$ cat config.mk
export PLATFORM = sky130hd
export DESIGN_NAME = card_clk_ctl
export DESIGN_NICKNAME = d
export VERILOG_FILES = /design/src/rtl/scc_pkg.sv /design/src/rtl/scc_rate_gen.sv /design/src/rtl/scc_port_route.sv /design/src/rtl/scc_sync_io.sv /design/src/rtl/card_clk_ctl.sv
export SDC_FILE = /design/constraint.sdc
export NUM_CORES = 1
export LEC_CHECK = 0
export BUFFER_PORTS_ARGS = -buffer_cell sky130_fd_sc_hd__buf_2
export CAP_MARGIN = 15
export CELL_PAD_IN_SITES_DETAIL_PLACEMENT = 1
export CELL_PAD_IN_SITES_GLOBAL_PLACEMENT = 1
export CORE_MARGIN = 1.5
export CORE_UTILIZATION = 32
export CTS_CLUSTER_SIZE = 25
export DETAILED_ROUTE_END_ITERATION = 7
export HOLD_SLACK_MARGIN = 0.08
export PLACE_DENSITY = 0.77
export SYNTH_ARGS = -nofsm -noshare
export SYNTH_HDL_FRONTEND = slang
export SYNTH_SLANG_ARGS = --single-unit
$ cat constraint.sdc
create_clock -name clk -period 1.4 [get_ports clk]
set_input_delay 0.28 -clock clk [delete_from_list [all_inputs] [get_ports clk]]
set_output_delay 0.28 -clock clk [all_outputs]
set_load 0.02 [all_outputs]
$ cat src/rtl/scc_pkg.sv
package scc_pkg;
  localparam int CARD_PORTS = 3;
  localparam int RATE_W     = 3;
  localparam int DATA_W     = 8;

  typedef enum int {
    PORT_A   = 0,
    PORT_B   = 1,
    PORT_AUX = 2
  } port_idx_e;

  typedef logic [RATE_W-1:0] rate_code_t;
endpackage

$ cat src/rtl/scc_rate_gen.sv
module scc_rate_gen
  import scc_pkg::*;
#(
  parameter int CNT_W       = 4,
  parameter int SYNC_STAGES = 2
) (
  input  logic       clk,
  input  logic       rst_n,
  input  logic       clr,
  input  logic       osc_i,
  input  rate_code_t rate_i,
  input  logic       stop_i,
  input  logic       stop_lvl_i,
  output logic       lvl_o
);
  localparam int SYNC_MSB = SYNC_STAGES - 1;

  logic [SYNC_STAGES-1:0] osc_sync_q;
  logic                   osc_last_q;
  logic                   osc_rise;
  rate_code_t             cur_rate_q;
  logic [CNT_W-1:0]       cnt_q;
  logic [CNT_W-1:0]       half_m1;
  logic                   lvl_q;
  logic                   halted_q;
  logic                   armed_q;
  logic                   ev;

  // two-stage synchronizer plus edge detect for the oscillator
  always_ff @(posedge clk or negedge rst_n) begin
    if (!rst_n) begin
      osc_sync_q <= '0;
      osc_last_q <= 1'b0;
    end else begin
      osc_sync_q <= {osc_sync_q[SYNC_STAGES-2:0], osc_i};
      osc_last_q <= osc_sync_q[SYNC_MSB];
    end
  end

  assign osc_rise = osc_sync_q[SYNC_MSB] & ~osc_last_q;
  assign half_m1  = (CNT_W'(1) << cur_rate_q[1:0]) - CNT_W'(1);

  always_comb begin
    if (cur_rate_q[RATE_W-1]) ev = osc_rise & armed_q;
    else                      ev = (cnt_q == half_m1);
  end

  always_ff @(posedge clk or negedge rst_n) begin
    if (!rst_n) begin
      cur_rate_q <= '0;
      cnt_q      <= '0;
      lvl_q      <= 1'b0;
      halted_q   <= 1'b0;
      armed_q    <= 1'b0;
    end else if (clr) begin
      cur_rate_q <= '0;
      cnt_q      <= '0;
      lvl_q      <= 1'b0;
      halted_q   <= 1'b0;
      armed_q    <= 1'b0;
    end else begin
      if (cur_rate_q[RATE_W-1] && osc_rise) armed_q <= 1'b1;
      if (halted_q) begin
        if (!stop_i) begin
          halted_q <= 1'b0;
          cnt_q    <= '0;
          armed_q  <= 1'b0;
        end
      end else begin
        cnt_q <= ev ? '0 : cnt_q + CNT_W'(1);
        if (ev) begin
          lvl_q <= ~lvl_q;
          if (stop_i && ((~lvl_q) == stop_lvl_i)) halted_q <= 1'b1;
          if (lvl_q) begin
            // falling edge: the only point where a new rate is adopted
            cur_rate_q <= rate_i;
            if (!(cur_rate_q[RATE_W-1] && rate_i[RATE_W-1])) armed_q <= 1'b0;
          end
        end
      end
    end
  end

  assign lvl_o = lvl_q;

  assert_rate_at_low_R3: assert property (@(posedge clk) disable iff (!rst_n)
    !$stable(cur_rate_q) |-> !lvl_q);

  assert_halt_level_R4: assert property (@(posedge clk) disable iff (!rst_n)
    $rose(halted_q) |-> (lvl_q == $past(stop_lvl_i)));

  assert_halt_hold_R4: assert property (@(posedge clk) disable iff (!rst_n)
    (halted_q && stop_i && !clr) |=> $stable(lvl_q));
endmodule

$ cat src/rtl/scc_port_route.sv
module scc_port_route
  import scc_pkg::*;
#(
  parameter int PORTS = CARD_PORTS
) (
  input  logic             clk,
  input  logic             rst_n,
  input  logic             clr,
  input  logic             lvl_i,
  input  logic [PORTS-1:0] card_i,
  output logic [PORTS-1:0] port_o,
  output logic             tick_o
);
  logic             card_ok;
  logic [PORTS-1:0] port_d;
  logic [PORTS-1:0] port_q;
  logic             tick_q;

  always_comb card_ok = ($countones(card_i) == 1);

  for (genvar g = 0; g < PORTS; g++) begin : g_port
    assign port_d[g] = ~clr & lvl_i & card_ok & card_i[g];
    always_ff @(posedge clk or negedge rst_n) begin
      if (!rst_n) port_q[g] <= 1'b0;
      else        port_q[g] <= port_d[g];
    end
  end

  always_ff @(posedge clk or negedge rst_n) begin
    if (!rst_n) tick_q <= 1'b0;
    else        tick_q <= (|port_d) & ~(|port_q);
  end

  assign port_o = port_q;
  assign tick_o = tick_q;

  assert_onehot_ports_R7: assert property (@(posedge clk) disable iff (!rst_n)
    $onehot0(port_q));

  assert_quiet_in_reset_R8: assert property (@(posedge clk) disable iff (!rst_n)
    clr |=> (port_q == '0) && !tick_q);

  assert_tick_on_high_R9: assert property (@(posedge clk) disable iff (!rst_n)
    tick_q |-> ((|port_q) && !$past(|port_q)));
endmodule

$ cat src/rtl/scc_sync_io.sv
module scc_sync_io
  import scc_pkg::*;
#(
  parameter int DW = DATA_W
) (
  input  logic          clk,
  input  logic          rst_n,
  input  logic          clr,
  input  logic          sync_mode_i,
  input  logic          dir_tx_i,
  input  logic          tx_valid_i,
  output logic          tx_ready_o,
  input  logic [DW-1:0] tx_data_i,
  output logic          io_out_o,
  output logic          io_oe_o,
  input  logic          io_in_i,
  output logic [DW-1:0] rx_data_o
);
  logic io_q;
  logic rx_bit_q;
  logic tx_mode;
  logic rx_mode;

  assign tx_mode = ~clr & sync_mode_i & dir_tx_i;
  assign rx_mode = ~clr & sync_mode_i & ~dir_tx_i;

  always_ff @(posedge clk or negedge rst_n) begin
    if (!rst_n) begin
      io_q     <= 1'b0;
      rx_bit_q <= 1'b0;
    end else if (clr) begin
      io_q     <= 1'b0;
      rx_bit_q <= 1'b0;
    end else begin
      if (tx_mode && tx_valid_i) io_q <= tx_data_i[0];
      if (rx_mode)               rx_bit_q <= io_in_i;
    end
  end

  assign tx_ready_o = tx_mode;
  assign io_oe_o    = tx_mode;
  assign io_out_o   = io_q;
  assign rx_data_o  = {{(DW-1){1'b0}}, rx_bit_q};

  assert_tx_hold_R10: assert property (@(posedge clk) disable iff (!rst_n)
    (!clr && !(tx_valid_i && tx_ready_o)) |=> $stable(io_out_o));
endmodule

$ cat src/rtl/card_clk_ctl.sv
module card_clk_ctl
  import scc_pkg::*;
#(
  parameter int CNT_W       = 4,
  parameter int SYNC_STAGES = 2
) (
  input  logic                  clk,
  input  logic                  rst_n,
  input  logic                  ctl_rst_n_i,
  input  logic                  osc_i,
  input  logic [RATE_W-1:0]     rate_sel_i,
  input  logic                  stop_req_i,
  input  logic                  stop_high_i,
  input  logic                  sync_mode_i,
  input  logic                  sync_clk_i,
  input  logic [CARD_PORTS-1:0] card_sel_i,
  output logic [CARD_PORTS-1:0] port_clk_o,
  output logic                  etu_tick_o,
  input  logic                  xfer_dir_i,
  input  logic                  tx_valid_i,
  output logic                  tx_ready_o,
  input  logic [DATA_W-1:0]     tx_data_i,
  output logic                  io_out_o,
  output logic                  io_oe_o,
  input  logic                  io_in_i,
  output logic [DATA_W-1:0]     rx_data_o
);
  logic clr;
  logic gen_lvl;
  logic card_lvl;

  assign clr = ~ctl_rst_n_i;

  scc_rate_gen #(
    .CNT_W       (CNT_W),
    .SYNC_STAGES (SYNC_STAGES)
  ) u_gen (
    .clk        (clk),
    .rst_n      (rst_n),
    .clr        (clr),
    .osc_i      (osc_i),
    .rate_i     (rate_sel_i),
    .stop_i     (stop_req_i),
    .stop_lvl_i (stop_high_i),
    .lvl_o      (gen_lvl)
  );

  assign card_lvl = sync_mode_i ? sync_clk_i : gen_lvl;

  scc_port_route #(
    .PORTS (CARD_PORTS)
  ) u_route (
    .clk    (clk),
    .rst_n  (rst_n),
    .clr    (clr),
    .lvl_i  (card_lvl),
    .card_i (card_sel_i),
    .port_o (port_clk_o),
    .tick_o (etu_tick_o)
  );

  scc_sync_io #(
    .DW (DATA_W)
  ) u_io (
    .clk         (clk),
    .rst_n       (rst_n),
    .clr         (clr),
    .sync_mode_i (sync_mode_i),
    .dir_tx_i    (xfer_dir_i),
    .tx_valid_i  (tx_valid_i),
    .tx_ready_o  (tx_ready_o),
    .tx_data_i   (tx_data_i),
    .io_out_o    (io_out_o),
    .io_oe_o     (io_oe_o),
    .io_in_i     (io_in_i),
    .rx_data_o   (rx_data_o)
  );

  assert_sync_follow_R6: assert property (@(posedge clk) disable iff (!rst_n)
    (ctl_rst_n_i && sync_mode_i && ($countones(card_sel_i) == 1))
      |=> ((|port_clk_o) == $past(sync_clk_i)));
endmodule

==> results of run 1 <==
## power by group through the flow
stage | sequential [mW] | combinational, mW | clock (mW)
CTS | 0.752 | 0.958 | 0.307
finish | 0.765 | 1.02 | 0.300
global placement | 0.728 | 0.813 | 0
global route | 0.783 | 1.13 | 0.321
floorplan | 0.735 | 0.559 | 0
detailed placement | 0.736 | 0.870 | 0
## critical path, stage by stage, from the launching register on
cell and delay, ns:
dfrtp_2 0.49, o21a_2 0.27, o2111ai_2 0.25, o32ai_4 0.16
mux2i_1 0.16
## cells in the mapped netlist (2+ instances only)
| cell type | count |
|---|---|
| and3_1 | 2 |
| and2_1 | 3 |
| nand2b_1 | 2 |
| o21ai_1 | 2 |
| a21oi_1 | 2 |
| nand3_1 | 4 |
| o21ai_0 | 2 |
| inv_1 | 6 |
| buf_4 | 9 |
| nor2_1 | 3 |
| nor2b_1 | 3 |
| o211ai_1 | 4 |
| nor3_2 | 2 |
| ha_1 | 4 |
| dfrtp_1 | 19 |
| nand2_1 | 17 |
| mux2i_1 | 6 |
## registers in the layout, indices dropped and copies added (netlist names)
register,flops
u_gen.osc_last_q,1
u_io.rx_bit_q,1
u_route.tick_o,1
u_gen.lvl_o,1
u_route.port_o,3
u_gen.halted_q,1
u_io.io_out_o,1
u_gen.osc_sync_q,2
u_gen.armed_q,1
u_gen.cnt_q,4
u_gen.cur_rate_q,3
## final timing paths
check	start	end	slack, ns	cells after the start
hold / removal	rate_sel_i[0]	u_gen.cur_rate_q[0]$_DFFE_PN0P_	0.20	3
min in group asynchronous	rst_n	u_gen.cnt_q[1]$_DFFE_PN0P_	0.43	2
hold reg to reg	u_gen.osc_sync_q[0]$_DFF_PN0_	u_gen.osc_sync_q[1]$_DFF_PN0_	0.37	0
setup / recovery	u_gen.cur_rate_q[0]$_DFFE_PN0P_	u_gen.cur_rate_q[2]$_DFFE_PN0P_	-0.05	4
setup reg to reg	u_gen.cur_rate_q[0]$_DFFE_PN0P_	u_gen.cur_rate_q[2]$_DFFE_PN0P_	-0.05	4
max in group asynchronous	rst_n	u_gen.cnt_q[0]$_DFFE_PN0P_	0.64	2
## layout make-up
class / count / area, sq um / area share (%)
clock buffers: 4 / 26.3 / 1.78
multi-input cells: 83 / 658 / 44.5
well taps: 46 / 57.6 / 3.89
inverters: 6 / 22.5 / 1.52
flip-flops and latches: 19 / 480 / 32.5
repair buffers: 39 / 235 / 15.9
## through the flow
stage | setup WS, ns | utilization, %
global route | -0.126 | 44.4
global placement | -0.137 | 40.8
CTS | -0.0347 | 43.3
finish | -0.0531 | 44.4
detailed placement | -0.202 | 40.8
floorplan | 0.0138 | -
## layer usage
| layer | vias to the layer above | routed length (um) |
|---|---|---|
| li1 | 456 | - |
| met1 | 465 | 1210 |
| met5 | - | 0 |
| met2 | 31 | 1640 |
| met4 | 0 | 46 |
| met3 | 6 | 118 |
## cell families after synthesis
group,count (synthesis),share of synthesized area [%]
XOR/XNOR,2,1.57
other,1,0.335
flip-flops,19,42.5
buffers and inverters,16,8.39
multiplexers,6,5.37
adder cells (fa/ha/maj),5,6.26
AO/OA/AOI/OAI,22,16.0
AND/OR/NAND/NOR,41,19.6
## timing repair
action,4_1_cts,5_1_grt
hold buffers,2,0
pin swaps,1,1
gates resized for setup,7,8
cloned,0,0
endpoints found under the hold margin,20,0
endpoints found under the setup margin,8,9
==> flow_summary.json, run 1 <==
{
  "cts_buffers": 3,
  "post-route-period-util_pct": 104,
  "yosysUniqueCellTypes": 39,
  "antenna_found_initial": 0,
  "overflow": 0,
  "arrival_ns": 1.64,
  "detail_route.wl_per_cell_um": 15.3,
  "ant_nets": 0,
  "setup_violations": 3,
  "nNetsFinal": 182,
  "worst_hold_slack_ns": 0.203,
  "cellInternalPower_mw": 1.24,
  "layout_common_cells": "buf_2, nand2_1, dfrtp_1",
  "synth_seq_cells": 19,
  "layout_min_cycle_time_ns": 1.45,
  "max_freq_mhz": 688,
  "start_kind": "register",
  "portBuffers": 25,
  "required_ns": 1.59,
  "syn_area_per_cell_sq_um": 9.99,
  "power.switching_mw": 0.845,
  "rsz0062_at_grt": "true",
  "synth_warnings": 0,
  "seq_area_frac_synth_pct": 42.5,
  "grt_pass1_vias": 1063,
  "grt_max_degree": 20,
  "worst_setup_path_end_kind": "register",
  "synthFlopType": "dfrtp_1",
  "violations": "negative setup slack",
  "holdCritPathClass": "primary input to register",
  "synth_edf_count": 0,
  "clk_path_buf_depth": 2,
  "drc_errors": 0,
  "clk_pin_slew_ns": 0.12,
  "placedCellCount": 191,
  "netlist_area_sq_mm": 0.00112,
  "vdd_ir_drop_max_mv": 0.663,
  "cts_tree": "done",
  "p_leak_nw": 0.719,
  "antenna_cells": 0,
  "fin_area_sq_mm": 0.00148,
  "cts.sinks": 19,
  "dieArea_sq_mm": 0.00386,
  "core_sq_mm": 0.00334,
  "critical_path.max_fanout": 4,
  "gp_congestion": 0.773,
  "wirelength_um": 3020,
  "skew_ns": 0.00462,
  "clockPowerShare_pct": 14.3,
  "syn_to_final_growth_pct": 32.3,
  "drt_iter0_markers": 11,
  "swShare_pct": 40.4,
  "die_h_um": 62.1,
  "fillers": 395,
  "hold_viol": 0,
  "comb_power_share_pct": 49.0,
  "synth-async-reset-ratio_pct": 100,
  "grtUsageMet2_pct": 29.8,
  "tns_ns": -0.136,
  "use_met3_pct": 2.54,
  "grtUsageTotal_pct": 16.3,
  "syn_inst": 112,
  "htreeDepth": 1,
  "dpl_cell_area_sq_mm": 0.00136,
  "dr.pass1.iters": 4,
  "status": "finished with violations",
  "power.density_mw_per_mm2": 1410,
  "total_power_mw": 2.09,
  "root_buffer": "clkbuf_4",
  "drv_slew": 0,
  "worst_slack_ns": -0.0531,
  "synth_top_area_share_pct": 42.5,
  "power_frac_seq_pct": 36.6,
  "use_met1_pct": 19.7,
  "drt-vias-per-instance": 4.86,
  "io_pins": 40,
  "worstSkewPairLatency_ns": 0.31,
  "yosys.area.top_type": "dfrtp_1",
  "worst-setup-path-type": "register to register",
  "final_common_cell": "buf_2",
  "maxCapViolCount": 0,
  "gr-max-usage-layer": "met2",
  "vias": 958,
  "postCtsSetupRepairBufs": 0,
  "place_hpwl_um": 2290,
  "drive_above_1_share_pct": 39.1,
  "grt_pass1_wl_um": 5060,
  "die_x_um": 62.1,
  "synthTopCellsByArea": "dfrtp_1, buf_4, nand2_1",
  "final_cells": 197,
  "row_count": 21,
  "start_util_pct": 33.5
}
(Power assumes the default switching activity.)
==> run 2, diff against run 1 <==
CORE_MARGIN = 3   (was 1.5)
==> flow_summary.json, run 2 (synthesis results as in run 1) <==
{
  "grtUsageTotal_pct": 14.2,
  "die_h_um": 65.1,
  "final_common_cell": "buf_2",
  "syn_to_final_growth_pct": 30.4,
  "top_register": "u_gen.cnt_q",
  "post-route-period-util_pct": 101,
  "grt_max_degree": 20,
  "drc_errors": 0,
  "drv_slew": 0,
  "tns_ns": -0.0182,
  "core_sq_mm": 0.00320,
  "dieArea_sq_mm": 0.00424,
  "cts.sinks": 19,
  "drive_above_1_share_pct": 36.9,
  "hold_viol": 0,
  "antenna_found_initial": 0,
  "required_ns": 1.59,
  "worst_slack_ns": -0.00807,
  "overflow": 0,
  "max_freq_mhz": 710,
  "holdPathEnd": "u_gen.cur_rate_q[0]$_DFFE_PN0P_",
  "status": "finished with violations",
  "antenna_cells": 0,
  "worstSkewPairLatency_ns": 0.31,
  "ant_nets": 0,
  "row_count": 20,
  "detail_route.wl_per_cell_um": 14.5,
  "htreeDepth": 1,
  "rr_startpoint": "u_gen.cur_rate_q[0]$_DFFE_PN0P_",
  "worst_setup_path_end_kind": "register",
  "grt_pass1_wl_um": 4710,
  "drt_iter0_markers": 23,
  "dr.pass1.iters": 4,
  "start_kind": "register",
  "hold_depth": 3,
  "vias": 945,
  "vdd_ir_drop_max_mv": 0.765,
  "setup_violations": 3,
  "holdCritPathClass": "primary input to register",
  "skew_ns": 0.00597,
  "worst-setup-path-type": "register to register",
  "clk_path_buf_depth": 2,
  "largest_reg_flops": 4,
  "crit_start": "u_gen.cur_rate_q[0]$_DFFE_PN0P_",
  "wirelength_um": 2790,
  "p_leak_nw": 0.710,
  "place_hpwl_um": 2100,
  "arrival_ns": 1.60,
  "portBuffers": 25,
  "holdCritStartpoint": "rate_sel_i[0]",
  "cts_tree": "done",
  "rsz0062_at_grt": "true",
  "critical_path.max_fanout": 4,
  "r2r_slack_ns": -0.008,
  "nNetsFinal": 180,
  "clk_pin_slew_ns": 0.12,
  "r2r_end": "u_gen.cur_rate_q[0]$_DFFE_PN0P_",
  "io_pins": 40,
  "power.density_mw_per_mm2": 1410,
  "cts_buffers": 3,
  "gp_congestion": 0.754,
  "die_x_um": 65.1,
  "layout_min_cycle_time_ns": 1.41,
  "start_util_pct": 34.9,
  "root_buffer": "clkbuf_4",
  "r2r_cells": 4,
  "grt_pass1_vias": 1028,
  "violations": "negative setup slack",
  "layout_common_cells": "buf_2, nand2_1, dfrtp_1",
  "final_util_pct": 45.5,
  "drt-vias-per-instance": 4.90,
  "maxCapViolCount": 0
}
==> run 2: cell type report <==
| cell class | count | area (sq um) |
|---|---|---|
| fill | 396 | 1740 |
| multi-input combinational | 83 | 651 |
| sequential | 19 | 479 |
| timing repair buffer | 37 | 224 |
| tap | 44 | 55.1 |
| clock buffer | 3 | 22.5 |
| inverter | 6 | 22.5 |
| clock inverter | 1 | 5.00 |
==> run 2: power by group <==
part           internal [mW]  switching [mW]
clock network          0.107           0.188
registers              0.631           0.140
logic                  0.494           0.496
==> run 2: how the worst max path moves through the flow <==
stage,cells past startpoint,end,slack [ns]
after global routing,4,u_gen.cur_rate_q[1]$_DFFE_PN0P_,-0.08
after floorplan,5,u_route.tick_o$_DFF_PN0_,0.01
final,4,u_gen.cur_rate_q[0]$_DFFE_PN0P_,-0.008
after CTS,4,u_gen.cur_rate_q[0]$_DFFE_PN0P_,-0.02
after global placement,6,u_route.tick_o$_DFF_PN0_,-0.15
after detailed placement,6,u_route.tick_o$_DFF_PN0_,-0.21
==> run 2: metrics by stage <==
stage               instance area [sq um]  cells  worst slack (ns)  total power [mW]  hold WS (ns)
floorplan                            1160    118            0.0138              1.29       -0.0156
global route                         1460    193           -0.0802              2.20         0.221
global placement                     1340    187            -0.151              1.55         0.245
CTS                                  1450    193           -0.0167              2.04         0.203
detailed placement                   1340    187            -0.211              1.58         0.246
finish                               1460    193          -0.00807              2.06         0.205
==> run 2: what timing repair did <==
item                                   4_1_cts  5_1_grt
buffers inserted                             0        0
pin swaps                                    4        2
hold buffers                                 2        0
endpoints found under the hold margin       20        0
setup endpoints to repair                    7        8
resized for setup                           11        3
==> run 2: routing by layer <==
metal  vias up  track usage (%)  wire length [um]
li1        450                -                 -
met1       462             16.1              1160
met2        27             26.6              1470
met3         6             2.22               124
met4         0             5.44                38
met5         -                0                 0
==> run 2: critical path: stages, from the launching register on <==
cell and delay, ns:
dfrtp_2 0.50, o21a_4 0.26, o2111ai_2 0.23, o32ai_4 0.16, mux2i_1 0.15
